[config.mk]
export PLATFORM = sky130hd
export DESIGN_NAME = i2c_seq_player
export DESIGN_NICKNAME = d
export VERILOG_FILES = /design/src/rtl/seqp_pkg.sv /design/src/rtl/seqp_fetch.sv /design/src/rtl/seqp_cmd.sv /design/src/rtl/seqp_ctrl.sv /design/src/rtl/i2c_seq_player.sv
export SDC_FILE = /design/constraint.sdc
export NUM_CORES = 1
export LEC_CHECK = 0
export BUFFER_PORTS_ARGS = -buffer_cell sky130_fd_sc_hd__buf_2
export CAP_MARGIN = 0
export CORE_MARGIN = 2
export CORE_UTILIZATION = 60
export CTS_BUF_LIST = sky130_fd_sc_hd__clkbuf_4
export DETAILED_ROUTE_END_ITERATION = 10
export PLACE_DENSITY_LB_ADDON = 0.2
export SYNTH_ARGS = -nofsm -noshare
export SYNTH_HDL_FRONTEND = slang
export SYNTH_SLANG_ARGS = --single-unit
[constraint.sdc]
create_clock -name clk -period 9.8 [get_ports clk]
set_input_delay 0 -clock clk [delete_from_list [all_inputs] [get_ports clk]]
set_output_delay 0 -clock clk [all_outputs]
set_load 0.05 [all_outputs]
[src/rtl/seqp_pkg.sv]
package seqp_pkg;

  typedef enum logic [1:0] {
    OP_START = 2'd0,
    OP_WRITE = 2'd1,
    OP_STOP  = 2'd2
  } bus_op_e;

  typedef enum logic [2:0] {
    S_IDLE,
    S_LEN,
    S_ADDR,
    S_START,
    S_DATA,
    S_WRITE,
    S_STOP
  } play_st_e;

  typedef enum logic [1:0] {
    C_IDLE,
    C_REQ,
    C_WAIT
  } cmd_st_e;

endpackage

[src/rtl/seqp_fetch.sv]
module seqp_fetch #(
  parameter int AW = 8
) (
  input  logic          clk,
  input  logic          rst_n,
  input  logic          go,
  input  logic [AW-1:0] addr,
  output logic          pend,
  output logic          got,
  output logic [7:0]    rbyte,
  output logic          mem_rd_en,
  output logic [AW-1:0] mem_rd_addr,
  input  logic [7:0]    mem_rd_data,
  input  logic          mem_rd_valid
);

  logic pend_q, pend_d;

  always_comb begin
    pend_d = pend_q;
    if (go)
      pend_d = 1'b1;
    else if (mem_rd_valid)
      pend_d = 1'b0;
  end

  always_ff @(posedge clk or negedge rst_n) begin
    if (!rst_n)
      pend_q <= 1'b0;
    else
      pend_q <= pend_d;
  end

  assign mem_rd_en   = go;
  assign mem_rd_addr = addr;
  assign pend        = pend_q;
  assign got         = pend_q & mem_rd_valid;
  assign rbyte       = mem_rd_data;

endmodule

[src/rtl/seqp_cmd.sv]
module seqp_cmd
  import seqp_pkg::*;
(
  input  logic       clk,
  input  logic       rst_n,
  input  logic       go,
  input  bus_op_e    op,
  input  logic [7:0] data,
  output logic       idle,
  output logic       fin,
  output logic       nack,
  output logic       cmd_valid,
  output logic [1:0] cmd_op,
  output logic [7:0] cmd_data,
  input  logic       cmd_ready,
  input  logic       rsp_valid,
  input  logic       rsp_nack
);

  cmd_st_e    st_q, st_d;
  bus_op_e    op_q;
  logic [7:0] data_q;
  logic       ld_en;

  always_comb begin
    st_d  = st_q;
    ld_en = 1'b0;
    case (st_q)
      C_IDLE: if (go) begin
        st_d  = C_REQ;
        ld_en = 1'b1;
      end
      C_REQ:  if (cmd_ready) st_d = C_WAIT;
      C_WAIT: if (rsp_valid) st_d = C_IDLE;
      default: st_d = C_IDLE;
    endcase
  end

  always_ff @(posedge clk or negedge rst_n) begin
    if (!rst_n)
      st_q <= C_IDLE;
    else
      st_q <= st_d;
  end

  always_ff @(posedge clk or negedge rst_n) begin
    if (!rst_n) begin
      op_q   <= OP_START;
      data_q <= 8'h00;
    end else if (ld_en) begin
      op_q   <= op;
      data_q <= data;
    end
  end

  assign idle      = (st_q == C_IDLE);
  assign fin       = (st_q == C_WAIT) && rsp_valid;
  assign nack      = rsp_nack;
  assign cmd_valid = (st_q == C_REQ);
  assign cmd_op    = op_q;
  assign cmd_data  = data_q;

endmodule

[src/rtl/seqp_ctrl.sv]
module seqp_ctrl
  import seqp_pkg::*;
#(
  parameter int AW = 8,
  parameter int CW = 8,
  parameter int IW = 8
) (
  input  logic          clk,
  input  logic          rst_n,
  input  logic          sleep_req,
  input  logic          wake_req,
  input  logic [AW-1:0] sleep_base,
  input  logic [CW-1:0] sleep_cnt,
  input  logic [AW-1:0] wake_base,
  input  logic [CW-1:0] wake_cnt,
  output logic          fetch_go,
  output logic [AW-1:0] fetch_addr,
  input  logic          fetch_pend,
  input  logic          fetch_got,
  input  logic [7:0]    fetch_byte,
  output logic          cmd_go,
  output bus_op_e       cmd_op_n,
  output logic [7:0]    cmd_data_n,
  input  logic          cmd_idle,
  input  logic          cmd_fin,
  input  logic          cmd_nack,
  output logic          busy,
  output logic          done,
  output logic          err_nack,
  output logic          err_fmt,
  output logic [IW-1:0] err_idx
);

  localparam int LW = ((CW > 8) ? CW : 8) + 1;

  play_st_e      st_q, st_d;
  logic [AW-1:0] ptr_q, ptr_d;
  logic [CW-1:0] rem_q, rem_d;
  logic [7:0]    plen_q, plen_d;
  logic [6:0]    tgt_q, tgt_d;
  logic [7:0]    dbyte_q, dbyte_d;
  logic [IW-1:0] msg_q, msg_d;
  logic          npend_q, npend_d;
  logic          done_q, done_d;
  logic          enack_q, enack_d;
  logic          efmt_q, efmt_d;
  logic [IW-1:0] eidx_q, eidx_d;
  logic [LW-1:0] need_w, avail_w;
  logic          want_byte;

  assign need_w    = LW'(fetch_byte) + LW'(1);
  assign avail_w   = LW'(rem_q) - LW'(1);
  assign want_byte = !fetch_pend && !fetch_got;

  always_comb begin
    st_d       = st_q;
    ptr_d      = ptr_q;
    rem_d      = rem_q;
    plen_d     = plen_q;
    tgt_d      = tgt_q;
    dbyte_d    = dbyte_q;
    msg_d      = msg_q;
    npend_d    = npend_q;
    done_d     = 1'b0;
    enack_d    = enack_q;
    efmt_d     = efmt_q;
    eidx_d     = eidx_q;
    fetch_go   = 1'b0;
    cmd_go     = 1'b0;
    cmd_op_n   = OP_START;
    cmd_data_n = 8'h00;
    case (st_q)
      S_IDLE: begin
        if (sleep_req || wake_req) begin
          ptr_d   = sleep_req ? sleep_base : wake_base;
          rem_d   = sleep_req ? sleep_cnt  : wake_cnt;
          msg_d   = '0;
          npend_d = 1'b0;
          enack_d = 1'b0;
          efmt_d  = 1'b0;
          eidx_d  = '0;
          st_d    = S_LEN;
        end
      end
      S_LEN: begin
        if (rem_q == '0) begin
          done_d = 1'b1;
          st_d   = S_IDLE;
        end else begin
          fetch_go = want_byte;
          if (fetch_got) begin
            ptr_d  = ptr_q + AW'(1);
            rem_d  = rem_q - CW'(1);
            plen_d = fetch_byte;
            if (fetch_byte == 8'h00) begin
              done_d = 1'b1;
              st_d   = S_IDLE;
            end else if (need_w > avail_w) begin
              efmt_d = 1'b1;
              eidx_d = msg_q;
              st_d   = S_IDLE;
            end else begin
              st_d = S_ADDR;
            end
          end
        end
      end
      S_ADDR: begin
        fetch_go = want_byte;
        if (fetch_got) begin
          ptr_d = ptr_q + AW'(1);
          rem_d = rem_q - CW'(1);
          tgt_d = fetch_byte[6:0];
          st_d  = S_START;
        end
      end
      S_START: begin
        cmd_op_n   = OP_START;
        cmd_data_n = {tgt_q, 1'b0};
        cmd_go     = cmd_idle;
        if (cmd_fin) begin
          if (cmd_nack) begin
            npend_d = 1'b1;
            st_d    = S_STOP;
          end else begin
            st_d = S_DATA;
          end
        end
      end
      S_DATA: begin
        fetch_go = want_byte;
        if (fetch_got) begin
          ptr_d   = ptr_q + AW'(1);
          rem_d   = rem_q - CW'(1);
          dbyte_d = fetch_byte;
          plen_d  = plen_q - 8'd1;
          st_d    = S_WRITE;
        end
      end
      S_WRITE: begin
        cmd_op_n   = OP_WRITE;
        cmd_data_n = dbyte_q;
        cmd_go     = cmd_idle;
        if (cmd_fin) begin
          if (cmd_nack) begin
            npend_d = 1'b1;
            st_d    = S_STOP;
          end else if (plen_q == 8'h00) begin
            st_d = S_STOP;
          end else begin
            st_d = S_DATA;
          end
        end
      end
      S_STOP: begin
        cmd_op_n = OP_STOP;
        cmd_go   = cmd_idle;
        if (cmd_fin) begin
          if (npend_q) begin
            enack_d = 1'b1;
            eidx_d  = msg_q;
            st_d    = S_IDLE;
          end else begin
            msg_d = msg_q + IW'(1);
            st_d  = S_LEN;
          end
        end
      end
      default: st_d = S_IDLE;
    endcase
  end

  always_ff @(posedge clk or negedge rst_n) begin
    if (!rst_n) begin
      st_q    <= S_IDLE;
      done_q  <= 1'b0;
      enack_q <= 1'b0;
      efmt_q  <= 1'b0;
      npend_q <= 1'b0;
    end else begin
      st_q    <= st_d;
      done_q  <= done_d;
      enack_q <= enack_d;
      efmt_q  <= efmt_d;
      npend_q <= npend_d;
    end
  end

  always_ff @(posedge clk or negedge rst_n) begin
    if (!rst_n) begin
      ptr_q   <= '0;
      rem_q   <= '0;
      plen_q  <= 8'h00;
      tgt_q   <= 7'h00;
      dbyte_q <= 8'h00;
      msg_q   <= '0;
      eidx_q  <= '0;
    end else begin
      ptr_q   <= ptr_d;
      rem_q   <= rem_d;
      plen_q  <= plen_d;
      tgt_q   <= tgt_d;
      dbyte_q <= dbyte_d;
      msg_q   <= msg_d;
      eidx_q  <= eidx_d;
    end
  end

  assign fetch_addr = ptr_q;
  assign busy       = (st_q != S_IDLE);
  assign done       = done_q;
  assign err_nack   = enack_q;
  assign err_fmt    = efmt_q;
  assign err_idx    = eidx_q;

endmodule

[src/rtl/i2c_seq_player.sv]
module i2c_seq_player
  import seqp_pkg::*;
#(
  parameter int AW = 8,
  parameter int CW = 8,
  parameter int IW = 8
) (
  input  logic          clk,
  input  logic          rst_n,
  input  logic          sleep_req,
  input  logic          wake_req,
  input  logic [AW-1:0] sleep_base,
  input  logic [CW-1:0] sleep_cnt,
  input  logic [AW-1:0] wake_base,
  input  logic [CW-1:0] wake_cnt,
  output logic          mem_rd_en,
  output logic [AW-1:0] mem_rd_addr,
  input  logic [7:0]    mem_rd_data,
  input  logic          mem_rd_valid,
  output logic          cmd_valid,
  output logic [1:0]    cmd_op,
  output logic [7:0]    cmd_data,
  input  logic          cmd_ready,
  input  logic          rsp_valid,
  input  logic          rsp_nack,
  output logic          busy,
  output logic          done,
  output logic          err_nack,
  output logic          err_fmt,
  output logic [IW-1:0] err_idx
);

  logic          f_go, f_pend, f_got;
  logic [AW-1:0] f_addr;
  logic [7:0]    f_byte;
  logic          c_go, c_idle, c_fin, c_nack;
  bus_op_e       c_op;
  logic [7:0]    c_data;

  seqp_ctrl #(.AW(AW), .CW(CW), .IW(IW)) u_ctrl (
    .clk        (clk),
    .rst_n      (rst_n),
    .sleep_req  (sleep_req),
    .wake_req   (wake_req),
    .sleep_base (sleep_base),
    .sleep_cnt  (sleep_cnt),
    .wake_base  (wake_base),
    .wake_cnt   (wake_cnt),
    .fetch_go   (f_go),
    .fetch_addr (f_addr),
    .fetch_pend (f_pend),
    .fetch_got  (f_got),
    .fetch_byte (f_byte),
    .cmd_go     (c_go),
    .cmd_op_n   (c_op),
    .cmd_data_n (c_data),
    .cmd_idle   (c_idle),
    .cmd_fin    (c_fin),
    .cmd_nack   (c_nack),
    .busy       (busy),
    .done       (done),
    .err_nack   (err_nack),
    .err_fmt    (err_fmt),
    .err_idx    (err_idx)
  );

  seqp_fetch #(.AW(AW)) u_fetch (
    .clk          (clk),
    .rst_n        (rst_n),
    .go           (f_go),
    .addr         (f_addr),
    .pend         (f_pend),
    .got          (f_got),
    .rbyte        (f_byte),
    .mem_rd_en    (mem_rd_en),
    .mem_rd_addr  (mem_rd_addr),
    .mem_rd_data  (mem_rd_data),
    .mem_rd_valid (mem_rd_valid)
  );

  seqp_cmd u_cmd (
    .clk       (clk),
    .rst_n     (rst_n),
    .go        (c_go),
    .op        (c_op),
    .data      (c_data),
    .idle      (c_idle),
    .fin       (c_fin),
    .nack      (c_nack),
    .cmd_valid (cmd_valid),
    .cmd_op    (cmd_op),
    .cmd_data  (cmd_data),
    .cmd_ready (cmd_ready),
    .rsp_valid (rsp_valid),
    .rsp_nack  (rsp_nack)
  );

endmodule

Word-level counts from Yosys, hierarchy flattened
Index checks and enable logic that the tools add are counted.
{ "totals": {"regBits": 75, "input_bits": 48, "out_inout_bits": 32, "word_cells": 151} }
{ "classes": {"addsub": 6, "magnitude_cmp": 1, "n_eq_ne": 26, "n_mux": 69, "bitwise_logic": 1, "reduce_logical": 32} }
{ "ops": {"columns": ["op", "count"], "rows": [
  ["$mux 8", 20],
  ["$pmux 8 s3", 3],
  ["$pmux 8 s2", 3],
  ["$mux 3", 10],
  ["$logic_not 8->1", 3],
  ["$pmux 3 s7", 1],
  ["$mux 1", 20],
  ["$ne 2x1->1 const B", 9],
  ["$add 8x1->8 const B", 2],
  ["$ne 2x2->1 const B", 8],
  ["$reduce_and 4->1", 4],
  ["$sub 8x1->8 const B", 2],
  ["$mux 2", 6],
  ["$reduce_bool 2->1", 5],
  ["$add 8x1->9 const B", 1],
  ["$eq 3x3->1 const B", 3],
  ["$gt 9x9->1", 1],
  ["$reduce_bool 3->1", 3],
  ["$sub 8x1->9 const B", 1],
  ["$pmux 1 s2", 4],
  ["$reduce_and 8->1", 1],
  ["$reduce_and 7->1", 1],
  ["$eq 3x2->1 const B", 2],
  ["$pmux 2 s3", 1],
  ["16 further kinds", 21]
]} }

Logic depth before layout (Yosys ltp)
Gate-level depths: netlist of run 1.
{ "depth": {"ltp_word": 7, "mapped_depth": 13, "depth_no_buf": 12} }

Modules after synthesis
A second synthesis of run 1 with hierarchy kept.
{ "hier_totals": {"cells_unflattened": 502, "hier_area_um2": 4839.6} }
{ "by_module_without_submodules": {"columns": ["module", "n_inst", "cells_per_inst", "area_each_um2", "seq_area_each_um2"], "rows": [
  ["seqp_ctrl", 1, 448, 4142.7, 1551.5],
  ["seqp_cmd", 1, 33, 525.5, 300.3],
  ["seqp_fetch", 1, 21, 171.4, 25.0]
]} }

Worst setup path after synthesis of run 1
No wires, ideal clock.
{ "synth_path": {"path_kind": "reg-to-reg", "from": "reg u_ctrl.rem_q[0]", "to": "reg u_ctrl.eidx_q[0], in the netlist u_ctrl.err_idx[0]", "arrival_time_ps": 3313, "t_required_ps": 9679, "path_slack_ps": 6366, "path_stages_with_launch": 14, "path_buffers": 2, "period_less_slack_ps": 3434, "path_cell_list": "dfrtp_1 -> inv_1 -> ha_1 -> or4b_4 -> or2_1 -> buf_6 -> ha_1 -> a21oi_1 -> o21ai_0 -> a2111oi_0 -> o41a_1 -> nor2b_4 -> buf_6 -> a22o_1"} }
{ "synth_via": {"elab_chain_cells": 4, "elab_cells_between_ends": 6, "classes_between": "add/sub: 1; order compare: 1; eq/ne: 2; reduce/logical: 2"} }
{ "synth_lines": {"columns": ["element", "line", "rtl"], "rows": [
  ["start: declaration", "seqp_ctrl.sv:38", "logic [CW-1:0] rem_q, rem_d;"],
  ["start signal: assignment", "seqp_ctrl.sv:200", "rem_q <= rem_d;"],
  ["$sub 8x1->9", "seqp_ctrl.sv:52", "assign avail_w = LW'(rem_q) - LW'(1);"],
  ["$gt 9x9->1", "seqp_ctrl.sv:98", "end else if (need_w > avail_w) begin"],
  ["$ne 2x1->1 (no line)", null, null],
  ["$reduce_and 8->1 (no line) (*)", null, null],
  ["end signal: assignment", "seqp_ctrl.sv:205", "eidx_q <= eidx_d;"],
  ["end: declaration", "seqp_ctrl.sv:47", "logic [IW-1:0] eidx_q, eidx_d;"]
]} }
Mark *: on every way between the ends. The rest lies on a longest branch, timed or not.
A chain may end at the register's enable or synchronous reset.

Final worst setup path of run 1
Ends and elaborated chain as after synthesis.

==> summary.md, run 1 <==
| Metric | Value |
|---|---|
| Run status | `finished with violations` |
| Failing checks | `negative hold slack` |
| Largest net degree at the start of global routing | `76` |
| Synth Area in Simple Gates | `18.1%` |
| Post-Syn Area per Cell | `9.44 sq um` |
| Post-synth top area cell | `dfrtp_1` |
| Clk root buf | `clkbuf_4` |
| Dpl ws | `5970 ps` |
| Min-Delay Path Class | `in2reg` |
| Maximum clock rate | `0.259 GHz` |
| Pwr dens | `294 nW/um^2` |
| Cells after Synth | `470` |
| CP Class | `reg2reg` |
| Final Skew | `20.7 ps` |
| Ratio of cells with drive above 1 in the final layout | `23.6%` |
| EDFF count, synth | `0` |
| Synth Flop Type | `dfrtp_1` |
| Maximum fanout along the worst path | `8` |
| Mapped cell area | `4440 sq um` |
| Post-route setup slack | `5940 ps` |
| RSZ-0062 raised after global routing | `false` |
| Overflow after GRT | `0` |
| Combinational share of power | `53.3%` |
| CP Capture Type | `flip-flop` |
| Synth top area cells | `dfrtp_1, mux2_2, o21ai_0` |
| Count leader, synth | `dfrtp_1` |
| Internal power | `0.789 mW` |
| # rows | `31` |
| Worst EP required | `10200 ps` |
| Clk network pwr share | `13.0%` |
| P_leak | `2.50 nW` |
| # diodes | `0` |
| Maximum VDD drop | `0.175 mV` |
| Via Count | `3986` |
| Sw power | `0.765 mW` |
| Fraction of registers with async set/reset | `100%` |
| Distinct cells, synth | `59` |
| Post-synthesis mux area share | `8.37%` |
| Hold WS | `-2.23 ps` |
| Worst-Skew Late Latency | `450 ps` |
| Area growth from synthesis to layout | `19.1%` |
| Die Wd | `90.0 um` |
| Worst Max-Slew Pin Slew | `1020 ps` |
| Yosys warns | `0` |
| Global placement routability congestion | `0.831` |
| Initial DRC count | `242` |
| Yosys reg bits | `75` |
| Max-slew violations | `0` |
| Synth Area in Compound Gates | `19.9%` |
| # Max-Cap Violations | `0` |
| Routed len/inst | `15.8 um` |
| Register area share after synthesis | `42.3%` |
| Synth top area share | `42.3%` |
| Worst slew margin | `31.4%` |
| Final TNS setup | `0 ps` |
| Longest Clk Path Bufs | `2` |
| Clock slew at reported path FFs | `130 ps` |
| Clock sinks | `75` |
| Sw frac | `49.2%` |
| Vias in the first global route | `3825` |
| Die Ht | `90.0 um` |
| Final Cycle Share | `39.4%` |
| Die Area | `8100 sq um` |
| Synthesized-area fraction occupied by adder cells | `4.51%` |
| FF-to-FF setup slack | `5940 ps` |
| Crit path time final | `3860 ps` |
| Post-CTS sizing | `0` |
| Initial antenna violation count | `0` |
| TritonCTS buffer count | `9` |
| Post-synthesis xor/xnor area fraction | `2.57%` |
| Count of final setup violators | `0` |
| Fill count | `569` |
| Startpoint Class | `flip-flop` |
| Drt pass-1 iters | `6` |
| IO Count | `80` |
| # H-tree levels | `3` |
| Largest family of logic cells by synthesized area | `compound AO/OA/AOI/OAI gates` |
| First-pass GRT wire length | `18000 um` |
| GRT Total Usage | `27.2%` |
| Share of total power in sequential cells | `33.7%` |
| Port bufs | `79` |
| Layout Nets | `631` |
| ANT nets after route | `0` |
| Synth Net Count | `534` |
| Vias per inst | `5.94` |
| Final wirelength | `10600 um` |
| TritonCTS clock tree | `done` |
| Critical path data arrival time | `4260 ps` |
| Synth top cells by count | `dfrtp_1, o21ai_0, nand2_1, nor2_1, a21oi_1` |
| Post-DP HPWL | `7180 um` |
| Core outline area | `7210 sq um` |
| Starting Density | `61.5%` |
| Final Hold Viols | `1` |
| Remaining DRCs | `0` |
==> flip-flops by register name, indices dropped and copies added (netlist names), 3 cells and up <==
name / count
u_ctrl.dbyte_q: 8
u_ctrl.fetch_addr: 8
u_ctrl.err_idx: 8
u_ctrl.st_q: 3
u_ctrl.msg_q: 8
u_cmd.cmd_data: 8
u_ctrl.tgt_q: 7
u_ctrl.rem_q: 8
u_ctrl.plen_q: 8
==> cells in the final DEF (no fill, tap or decap), types with 4 or more instances in the layout <==
master,n
nand3b_1,6
o211ai_1,5
nor3_1,17
a22oi_1,4
nand2_1,44
inv_1,18
a22o_1,16
dfrtp_1,75
dlygate4sd3_1,29
xnor2_1,9
buf_2,78
nor2_1,33
ha_1,16
nor2b_1,8
mux2i_1,9
a31oi_1,4
a222oi_1,7
and3_1,4
o21ai_0,46
xor2_1,4
or3_1,4
clkbuf_4,9
nand3_1,9
a21o_1,5
a21oi_1,26
nand4_1,8
mux2_2,25
==> routing by layer <==
layer  part of all wire [%]  vias up  wire, um  global-route usage (%)
li1                       -     1926         -                       -
met1                     44     1926      4700                    37.7
met2                     49      122      5190                    43.2
met3                    5.4       12       577                    5.53
met4                    1.2        0       122                    8.72
met5                      0        -         0                       0
==> area by class of cell <==
type,instances,area [sq um],share of cell area (%)
repair buffers,110,703,13.3
clock buffers,9,67.6,1.28
inverters,18,67.6,1.28
flip-flops and latches,75,1880,35.5
multi-input cells,353,2370,44.9
clock inverters,7,75.1,1.42
well taps,99,124,2.34
==> worst max-delay path, stage by stage, from the launching register on <==
cell and delay, ps:
dfrtp_1 440, inv_1 110, ha_1 230, or4b_4 520, or2_1 340, ha_1 340, a21oi_1 190, o21ai_0 110
a2111oi_0 810, nor3_1 170, o21ai_2 360, a22o_1 190
==> power by group through the flow <==
| stage | registers, mW | logic [mW] | clock network, mW |
|---|---|---|---|
| 5_1_grt | 0.541 | 0.915 | 0.216 |
| 2_1_floorplan | 0.596 | 0.560 | 0 |
| 3_3_place_gp | 0.520 | 0.785 | 0 |
| 3_5_place_dp | 0.527 | 0.810 | 0 |
| 4_1_cts | 0.520 | 0.823 | 0.201 |
| 6_report | 0.524 | 0.828 | 0.202 |
==> metrics by stage <==
stage / utilization, % / instance area (sq um) / hold slack [ps] / cells / power, mW
floorplan: - / 4440 / -296 / 470 / 1.16
global placement: 67.3 / 4850 / 201 / 626 / 1.31
detailed placement: 67.3 / 4850 / 199 / 626 / 1.34
CTS: 73.3 / 5290 / 0.788 / 671 / 1.55
global route: 73.3 / 5290 / 14.5 / 671 / 1.67
finish: 73.3 / 5290 / -2.23 / 671 / 1.55
==> path summary, 6_finish.rpt <==
| kind | start | endpoint | cells after the start |
|---|---|---|---|
| setup / recovery | u_ctrl.rem_q[0] | u_ctrl.err_idx[0] | 11 |
| setup reg to reg | u_ctrl.rem_q[0] | u_ctrl.err_idx[0] | 11 |
| min in group asynchronous | rst_n | u_ctrl.plen_q[5] | 2 |
| max in group asynchronous | rst_n | u_ctrl.rem_q[4] | 2 |
| hold reg to reg | u_cmd.cmd_op[1] | u_cmd.cmd_op[1] | 2 |
| hold / removal | wake_base[6] | u_ctrl.fetch_addr[6] | 4 |
==> kinds of logic (layout without fill, tap and decap cells) <==
| family | after synthesis | in the layout |
|---|---|---|
| simple gates | 155 | 155 |
| buf+inv | 42 | 144 |
| flops | 75 | 75 |
| compound gates | 135 | 135 |
| fa+ha+maj | 16 | 16 |
| xor+xnor | 13 | 13 |
| mux | 34 | 34 |
==> what timing repair did <==
| action | CTS | global route |
|---|---|---|
| endpoints found under the hold margin | 112 | 0 |
| hold buffers | 29 | 0 |
| setup buffers | 0 | 0 |
Note: power is estimated with default switching activity, not from simulation.
==> inputs of run 2 (changes only) <==
--- a/config.mk
+++ b/config.mk
@@ -8,7 +8,7 @@
 export BUFFER_PORTS_ARGS = -buffer_cell sky130_fd_sc_hd__buf_2
 export CAP_MARGIN = 0
 export CORE_MARGIN = 2
-export CORE_UTILIZATION = 60
+export CORE_UTILIZATION = 58
 export CTS_BUF_LIST = sky130_fd_sc_hd__clkbuf_4
 export DETAILED_ROUTE_END_ITERATION = 10
 export PLACE_DENSITY_LB_ADDON = 0.2
==> constraint.sdc (replaced) <==
create_clock -name clk -period 3.7 [get_ports clk]
set_input_delay 0 -clock clk [delete_from_list [all_inputs] [get_ports clk]]
set_output_delay 0 -clock clk [all_outputs]
set_load 0.05 [all_outputs]
==> summary.md, run 2 (same netlist as run 1, synthesis figures left out) <==
| Metric | Value |
|---|---|
| Internal power | `2.28 mW (+190%)` |
| ANT nets after route | `0 (unchanged)` |
| Via Count | `4037 (+1.3%)` |
| Startpoint Class | `flip-flop` |
| Slowest-stage cell, CP | `or4b_4` |
| # diodes | `0 (unchanged)` |
| Core outline area | `7330 sq um (+1.6%)` |
| R2r worst-path depth | `12 (+1)` |
| Maximum fanout along the worst path | `8 (unchanged)` |
| Final Skew | `17.7 ps (-3.06 ps)` |
| Maximum clock rate | `0.284 GHz (+9.4%)` |
| Worst-Skew Late Latency | `420 ps (-30 ps)` |
| Reg2reg start | `u_ctrl.rem_q[0]` |
| Final Cycle Share | `95.3% (+56 points)` |
| Vias in the first global route | `3843 (+0.47%)` |
| FF-to-FF setup slack | `170 ps (-5770 ps)` |
| Post-route cell area | `5410 sq um (+2.3%)` |
| Critical path data arrival time | `3890 ps (-370 ps)` |
| Share of total power in sequential cells | `32.3% (-1.4 points)` |
| Layout Nets | `640 (+1.4%)` |
| CP peak stage delay | `520 ps (-290 ps)` |
| Clk root buf | `clkbuf_4` |
| Port bufs | `79 (unchanged)` |
| First-pass GRT wire length | `18400 um (+1.8%)` |
| Sequential Area | `1880 sq um (unchanged)` |
| CP Capture Type | `flip-flop` |
| Fill count | `548 (-3.7%)` |
| Footprint of the multi-input gates | `2380 sq um (+0.47%)` |
| Worst Max-Slew Pin Slew | `1010 ps (-8.78 ps)` |
| Remaining DRCs | `0 (unchanged)` |
| Area growth from synthesis to layout | `21.9%` |
| Sw frac | `47.1% (-2.1 points)` |
| Longest Clk Path Bufs | `2 (unchanged)` |
| Crit path cell chain | `inv_1, ha_1, or4b_4, or2_1, ha_1, nand4_1, nor3_2, a2111oi_2, buf_4, o41a_1, nor2b_4, a22o_1` |
| Global placement routability congestion | `0.856 (+3.0%)` |
| Initial antenna violation count | `0 (unchanged)` |
| Combinational share of power | `52.8% (-0.5 points)` |
| Clock slew at reported path FFs | `120 ps (about the same)` |
| Ratio of cells with drive above 1 in the final layout | `24.8% (+1.2 points)` |
| Post-DP HPWL | `7230 um (+0.76%)` |
| R2R Path End | `u_ctrl.err_idx[7]` |
| IO Count | `80 (unchanged)` |
| Die Wd | `91.5 um (+1.6%)` |
| Final wirelength | `10900 um (+3.1%)` |
| # Max-Cap Violations | `0 (unchanged)` |
| Final core occ | `73.8% (+0.53 points)` |
| Critical hold path startpoint | `wake_base[4]` |
| GRT Total Usage | `27.2% (about the same)` |
| Largest net degree at the start of global routing | `76 (unchanged)` |
| # H-tree levels | `3 (unchanged)` |
| Drt pass-1 iters | `5 (-1)` |
| Total Power | `4.31 mW (+180%)` |
| Die Ht | `91.5 um (+1.6%)` |
| CP dominant cell by count | `ha_1` |
| Worst EP required | `4060 ps (-6140 ps)` |
| Vias per inst | `5.95 (about the same)` |
| Min-Delay Path Class | `in2reg` |
| Leading cell type in the layout, fill and taps excluded | `buf_2` |
| Run status | `complete, no violations` |
| Crit path time final | `3530 ps (-333 ps)` |
| Die Area | `8370 sq um (+3.3%)` |
| Routed len/inst | `16.1 um (+1.8%)` |
| Count of final setup violators | `0 (unchanged)` |
| Worst slew margin | `32.0% (+0.59 points)` |
| Clk network pwr share | `14.9% (+1.9 points)` |
| Final Hold Viols | `0 (-1)` |
| Initial DRC count | `229 (-5.4%)` |
| Most frequent cells in the layout | `buf_2, dfrtp_1, o21ai_0` |
| Starting Density | `60.5% (-0.98 points)` |
| Hold path cells | `4 (unchanged)` |
| Sw power | `2.03 mW (+170%)` |
| # rows | `31 (unchanged)` |
| TritonCTS buffer count | `9 (unchanged)` |
| CP Class | `reg2reg` |
| Pwr dens | `796 nW/um^2 (+170%)` |
| Placement Cell Area | `4900 sq um (+0.93%)` |
| Maximum VDD drop | `0.417 mV (+140%)` |
| TritonCTS clock tree | `done` |
| P_leak | `2.57 nW (+2.7%)` |
| Clock sinks | `75 (unchanged)` |
| Worst Hold End | `u_ctrl.fetch_addr[4]` |
| Max-slew violations | `0 (unchanged)` |
| Overflow after GRT | `0 (unchanged)` |
-- run 2: stage by stage --
step | instances | setup slack (ps) | setup TNS (ps) | hold slack [ps]
2_1_floorplan | 470 | 266 | 0 | -296
3_3_place_gp | 632 | 330 | 0 | 199
3_5_place_dp | 632 | 33.1 | 0 | 211
4_1_cts | 678 | 10.2 | 0 | 3.35
5_1_grt | 679 | -13.8 | -16.1 | 15.9
6_report | 679 | 175 | 0 | 24.8
-- run 2: worst max path at each step --
stage / start / end / slack, ps / cells after the start
floorplan: u_ctrl.rem_q[0] / u_ctrl.err_idx[0] / 270 / 13
global placement: u_ctrl.rem_q[0] / u_ctrl.err_idx[2] / 330 / 12
detailed placement: u_ctrl.rem_q[0] / u_ctrl.err_idx[0] / 30 / 12
CTS: u_ctrl.rem_q[0] / u_ctrl.err_idx[7] / 10 / 12
global route: u_ctrl.rem_q[0] / u_ctrl.err_idx[7] / -10 / 12
finish: u_ctrl.rem_q[0] / u_ctrl.err_idx[7] / 170 / 12
-- run 2: what timing repair did --
item                       4_1_cts  5_1_grt
setup endpoints to repair        0        8
hold endpoints to repair       113        0
setup buffers                    0        1
resized for setup                0        3
hold buffers                    31        0
-- run 2: cell type report --
class                           instances  share of cell area, %
Tap cell                               99                   2.29
Timing Repair Buffer                  119                   14.3
Clock inverter                          6                   2.13
Multi-Input combinational cell        353                   44.1
Inverter                               18                   1.25
Clock buffer                            9                   1.25
Sequential cell                        75                   34.7
-- run 2: layer usage --
metal  up-vias  wire (um)  global-route usage [%]
met5         -          0                       0
met4         0        166                    7.58
met3        16        687                    5.98
met2       142       5230                    44.4
met1      1945       4830                    36.5
li1       1934          -                       -
-- run 2: power groups by stage --
stage	logic (mW)	registers, mW	clock network (mW)
2_1_floorplan	1.48	1.58	0
3_3_place_gp	2.12	1.38	0
3_5_place_dp	2.19	1.40	0
4_1_cts	2.23	1.38	0.651
5_1_grt	2.51	1.43	0.685
6_report	2.28	1.39	0.643
-- run 2: worst max-delay path, delay by kind of cell (launching register included) --
kind            cells  cell delay, ps
flops               1             440
buf+inv             2             250
simple gates        5            1520
fa+ha+maj           2             600
compound gates      3             650
==> inputs of run 3 (changes only) <==
--- a/config.mk
+++ b/config.mk
@@ -5,12 +5,12 @@
 export SDC_FILE = /design/constraint.sdc
 export NUM_CORES = 1
 export LEC_CHECK = 0
-export BUFFER_PORTS_ARGS = -buffer_cell sky130_fd_sc_hd__buf_2
 export CAP_MARGIN = 0
 export CORE_MARGIN = 2
-export CORE_UTILIZATION = 58
+export CORE_UTILIZATION = 60
 export CTS_BUF_LIST = sky130_fd_sc_hd__clkbuf_4
 export DETAILED_ROUTE_END_ITERATION = 10
+export DONT_BUFFER_PORTS = 1
 export PLACE_DENSITY_LB_ADDON = 0.2
 export SYNTH_ARGS = -nofsm -noshare
 export SYNTH_HDL_FRONTEND = slang
==> summary.md, run 3 (same netlist as run 1, synthesis figures left out) <==
| Metric | Value |
|---|---|
| Crit path cell chain | `inv_1, ha_1, or4b_4, or2_1, ha_1, a21oi_1, o21ai_0, a2111oi_2, buf_4, o41a_1, nor2b_4, a22o_1` |
| Maximum VDD drop | `0.454 mV (+8.7%)` |
| Max-slew violations | `0 (unchanged)` |
| Crit path time final | `3580 ps (+59.4 ps)` |
| Final Skew | `11.4 ps (-6.24 ps)` |
| CP peak stage delay | `510 ps (about the same)` |
| Count of final setup violators | `0 (unchanged)` |
| Clock slew at reported path FFs | `110 ps (about the same)` |
| Worst EP required | `4020 ps (-40 ps)` |
| Core outline area | `7210 sq um (-1.6%)` |
| Ratio of cells with drive above 1 in the final layout | `12.1% (-13 points)` |
| Run status | `complete, no violations` |
| Min-Delay Path Class | `in2reg` |
| CP dominant cell by count | `ha_1` |
| Hold path cells | `4 (unchanged)` |
| # diodes | `0 (unchanged)` |
| Die Ht | `90.0 um (-1.6%)` |
| Overflow after GRT | `0 (unchanged)` |
| TritonCTS clock tree | `done` |
| R2r worst-path depth | `12 (unchanged)` |
| P_leak | `2.30 nW (-10%)` |
| Most frequent cells in the layout | `dfrtp_1, dlygate4sd3_1, o21ai_0` |
| Fill count | `564 (+2.9%)` |
| Port bufs | `0 (-100%)` |
| Largest net degree at the start of global routing | `76 (unchanged)` |
| Routed len/inst | `17.8 um (+11%)` |
| CP Class | `reg2reg` |
| Die Wd | `90.0 um (-1.6%)` |
| Total Power | `4.14 mW (-3.9%)` |
| Starting Density | `61.5% (+0.98 points)` |
| Drt pass-1 iters | `6 (+1)` |
| Global placement routability congestion | `0.899 (+5.0%)` |
| Worst Hold End | `u_ctrl.st_q[1]` |
| RSZ-0062 raised after global routing | `false` |
| Gate family responsible for the most delay along the worst path | `compound AO/OA/AOI/OAI gates` |
| Initial DRC count | `251 (+9.6%)` |
| Worst Max-Slew Pin Slew | `990 ps (-21.9 ps)` |
| Worst-Skew Late Latency | `430 ps (about the same)` |
| Final TNS setup | `0 ps (unchanged)` |
| Non-Filler Instances | `618 (-9.0%)` |
| Worst slew margin | `33.5% (+1.5 points)` |
| Final Cycle Share | `96.9% (+1.6 points)` |
| FF-to-FF setup slack | `120 ps (-60 ps)` |
| # H-tree levels | `3 (unchanged)` |
| Slowest-stage cell, CP | `or4b_4` |
| Final Hold Viols | `0 (unchanged)` |
| Clk root buf | `clkbuf_4` |
| Post-DP HPWL | `7040 um (-2.7%)` |
| Final wirelength | `11000 um (+0.95%)` |
| Clock sinks | `75 (unchanged)` |
| CP Capture Type | `flip-flop` |
| Layout Nets | `578 (-9.7%)` |
| Maximum fanout along the worst path | `8 (unchanged)` |
| Leading cell type in the layout, fill and taps excluded | `dfrtp_1` |
| Initial antenna violation count | `0 (unchanged)` |
| # placed instances | `552 (-13%)` |
| Placement Cell Area | `4490 sq um (-8.3%)` |
| Critical hold path startpoint | `mem_rd_valid` |
| Die Area | `8100 sq um (-3.2%)` |
| Worst Path Buf+Inv | `2 (unchanged)` |
| Dpl ws | `117 ps (+83.4 ps)` |
| Via Count | `3827 (-5.2%)` |
| Vias in the first global route | `3921 (+2.0%)` |
| Longest Clk Path Bufs | `2 (unchanged)` |
| Remaining DRCs | `0 (unchanged)` |
| Vias per inst | `6.19 (+4.2%)` |
| Post-route cell area | `5170 sq um (-4.4%)` |
| Reg2reg start | `u_ctrl.rem_q[0]` |
| Critical path data arrival time | `3910 ps (+20 ps)` |
| IO Count | `80 (unchanged)` |
| Area growth from synthesis to layout | `16.5%` |
| Startpoint Class | `flip-flop` |
| GRT Total Usage | `28.5% (+1.3 points)` |
| # rows | `31 (unchanged)` |
| ANT nets after route | `0 (unchanged)` |
| R2R Path End | `u_ctrl.err_idx[5]` |
| Post-route setup slack | `115 ps (-59.4 ps)` |
| Pwr dens | `801 nW/um^2 (+0.61%)` |
| Critical path depth | `12 (unchanged)` |
| # Max-Cap Violations | `0 (unchanged)` |
| TritonCTS buffer count | `9 (unchanged)` |
| Maximum clock rate | `0.279 GHz (-1.7%)` |
| First-pass GRT wire length | `18900 um (+2.9%)` |
==> run 3: cell types whose count changed in the layout (fill, tap and decap cells not counted), moves of 2 or more <==
cell / change
buf_2: -78
dlygate4sd3_1: +17
buf_4: -2
clkinv_1: +2
clkinv_4: -2
==> run 3: worst max-delay path by stage <==
stage,slack [ps],endpoint,startpoint
2_1_floorplan,270,u_ctrl.err_idx[0],u_ctrl.rem_q[0]
3_3_place_gp,330,u_ctrl.err_idx[4],u_ctrl.rem_q[0]
3_5_place_dp,120,u_ctrl.err_idx[5],u_ctrl.rem_q[0]
4_1_cts,80,u_ctrl.err_idx[5],u_ctrl.rem_q[0]
5_1_grt,20,u_ctrl.err_idx[5],u_ctrl.rem_q[0]
6_report,120,u_ctrl.err_idx[5],u_ctrl.rem_q[0]
==> run 3: worst reg2reg max path: stages, from the launching register on <==
cell and delay (ps):
dfrtp_1 440, inv_1 110, ha_1 240, or4b_4 520, or2_1 350, ha_1 350
a21oi_1 220, o21ai_0 170, a2111oi_2 390, buf_4 190, o41a_1 190, nor2b_4 90
a22o_1 240
==> run 3: cell type report <==
| type | instances | area [sq um] | share of cell area (%) |
|---|---|---|---|
| Clock inverter | 6 | 80.1 | 1.55 |
| Clock buffer | 10 | 75.1 | 1.45 |
| Inverter | 18 | 67.6 | 1.31 |
| Sequential cell | 75 | 1880 | 36.3 |
| Timing Repair Buffer | 57 | 568 | 11.0 |
| Tap cell | 99 | 124 | 2.40 |
| Multi-Input combinational cell | 353 | 2380 | 46.0 |
==> run 3: what timing repair did <==
action | CTS | global route
gates resized for setup | 0 | 2
endpoints found under the hold margin | 123 | 0
endpoints found under the setup margin | 0 | 8
buffers inserted | 0 | 1
hold buffers | 49 | 0
==> run 3: power by group <==
| group | internal [mW] | switching, mW |
|---|---|---|
| Clock | 0.276 | 0.294 |
| Combinational | 0.799 | 1.07 |
| Sequential | 1.07 | 0.636 |
| Total | 2.15 | 2.00 |
==> run 3: routing by layer <==
metal / up-vias / GRT usage (%) / share of wire [%]
li1: 1805 / - / -
met1: 1874 / 38.0 / 44
met2: 129 / 45.6 / 48
met4: 0 / 11.0 / 1.8
met3: 19 / 6.37 / 5.3
met5: - / 0 / 0
==> run 3: stage by stage <==
| stage | utilization [%] | hold slack, ps |
|---|---|---|
| detailed placement | 62.3 | -292 |
| global placement | 62.3 | -293 |
| CTS | 71.5 | 34.0 |
| finish | 71.7 | 50.2 |
| global route | 71.7 | 79.8 |
| floorplan | - | -296 |
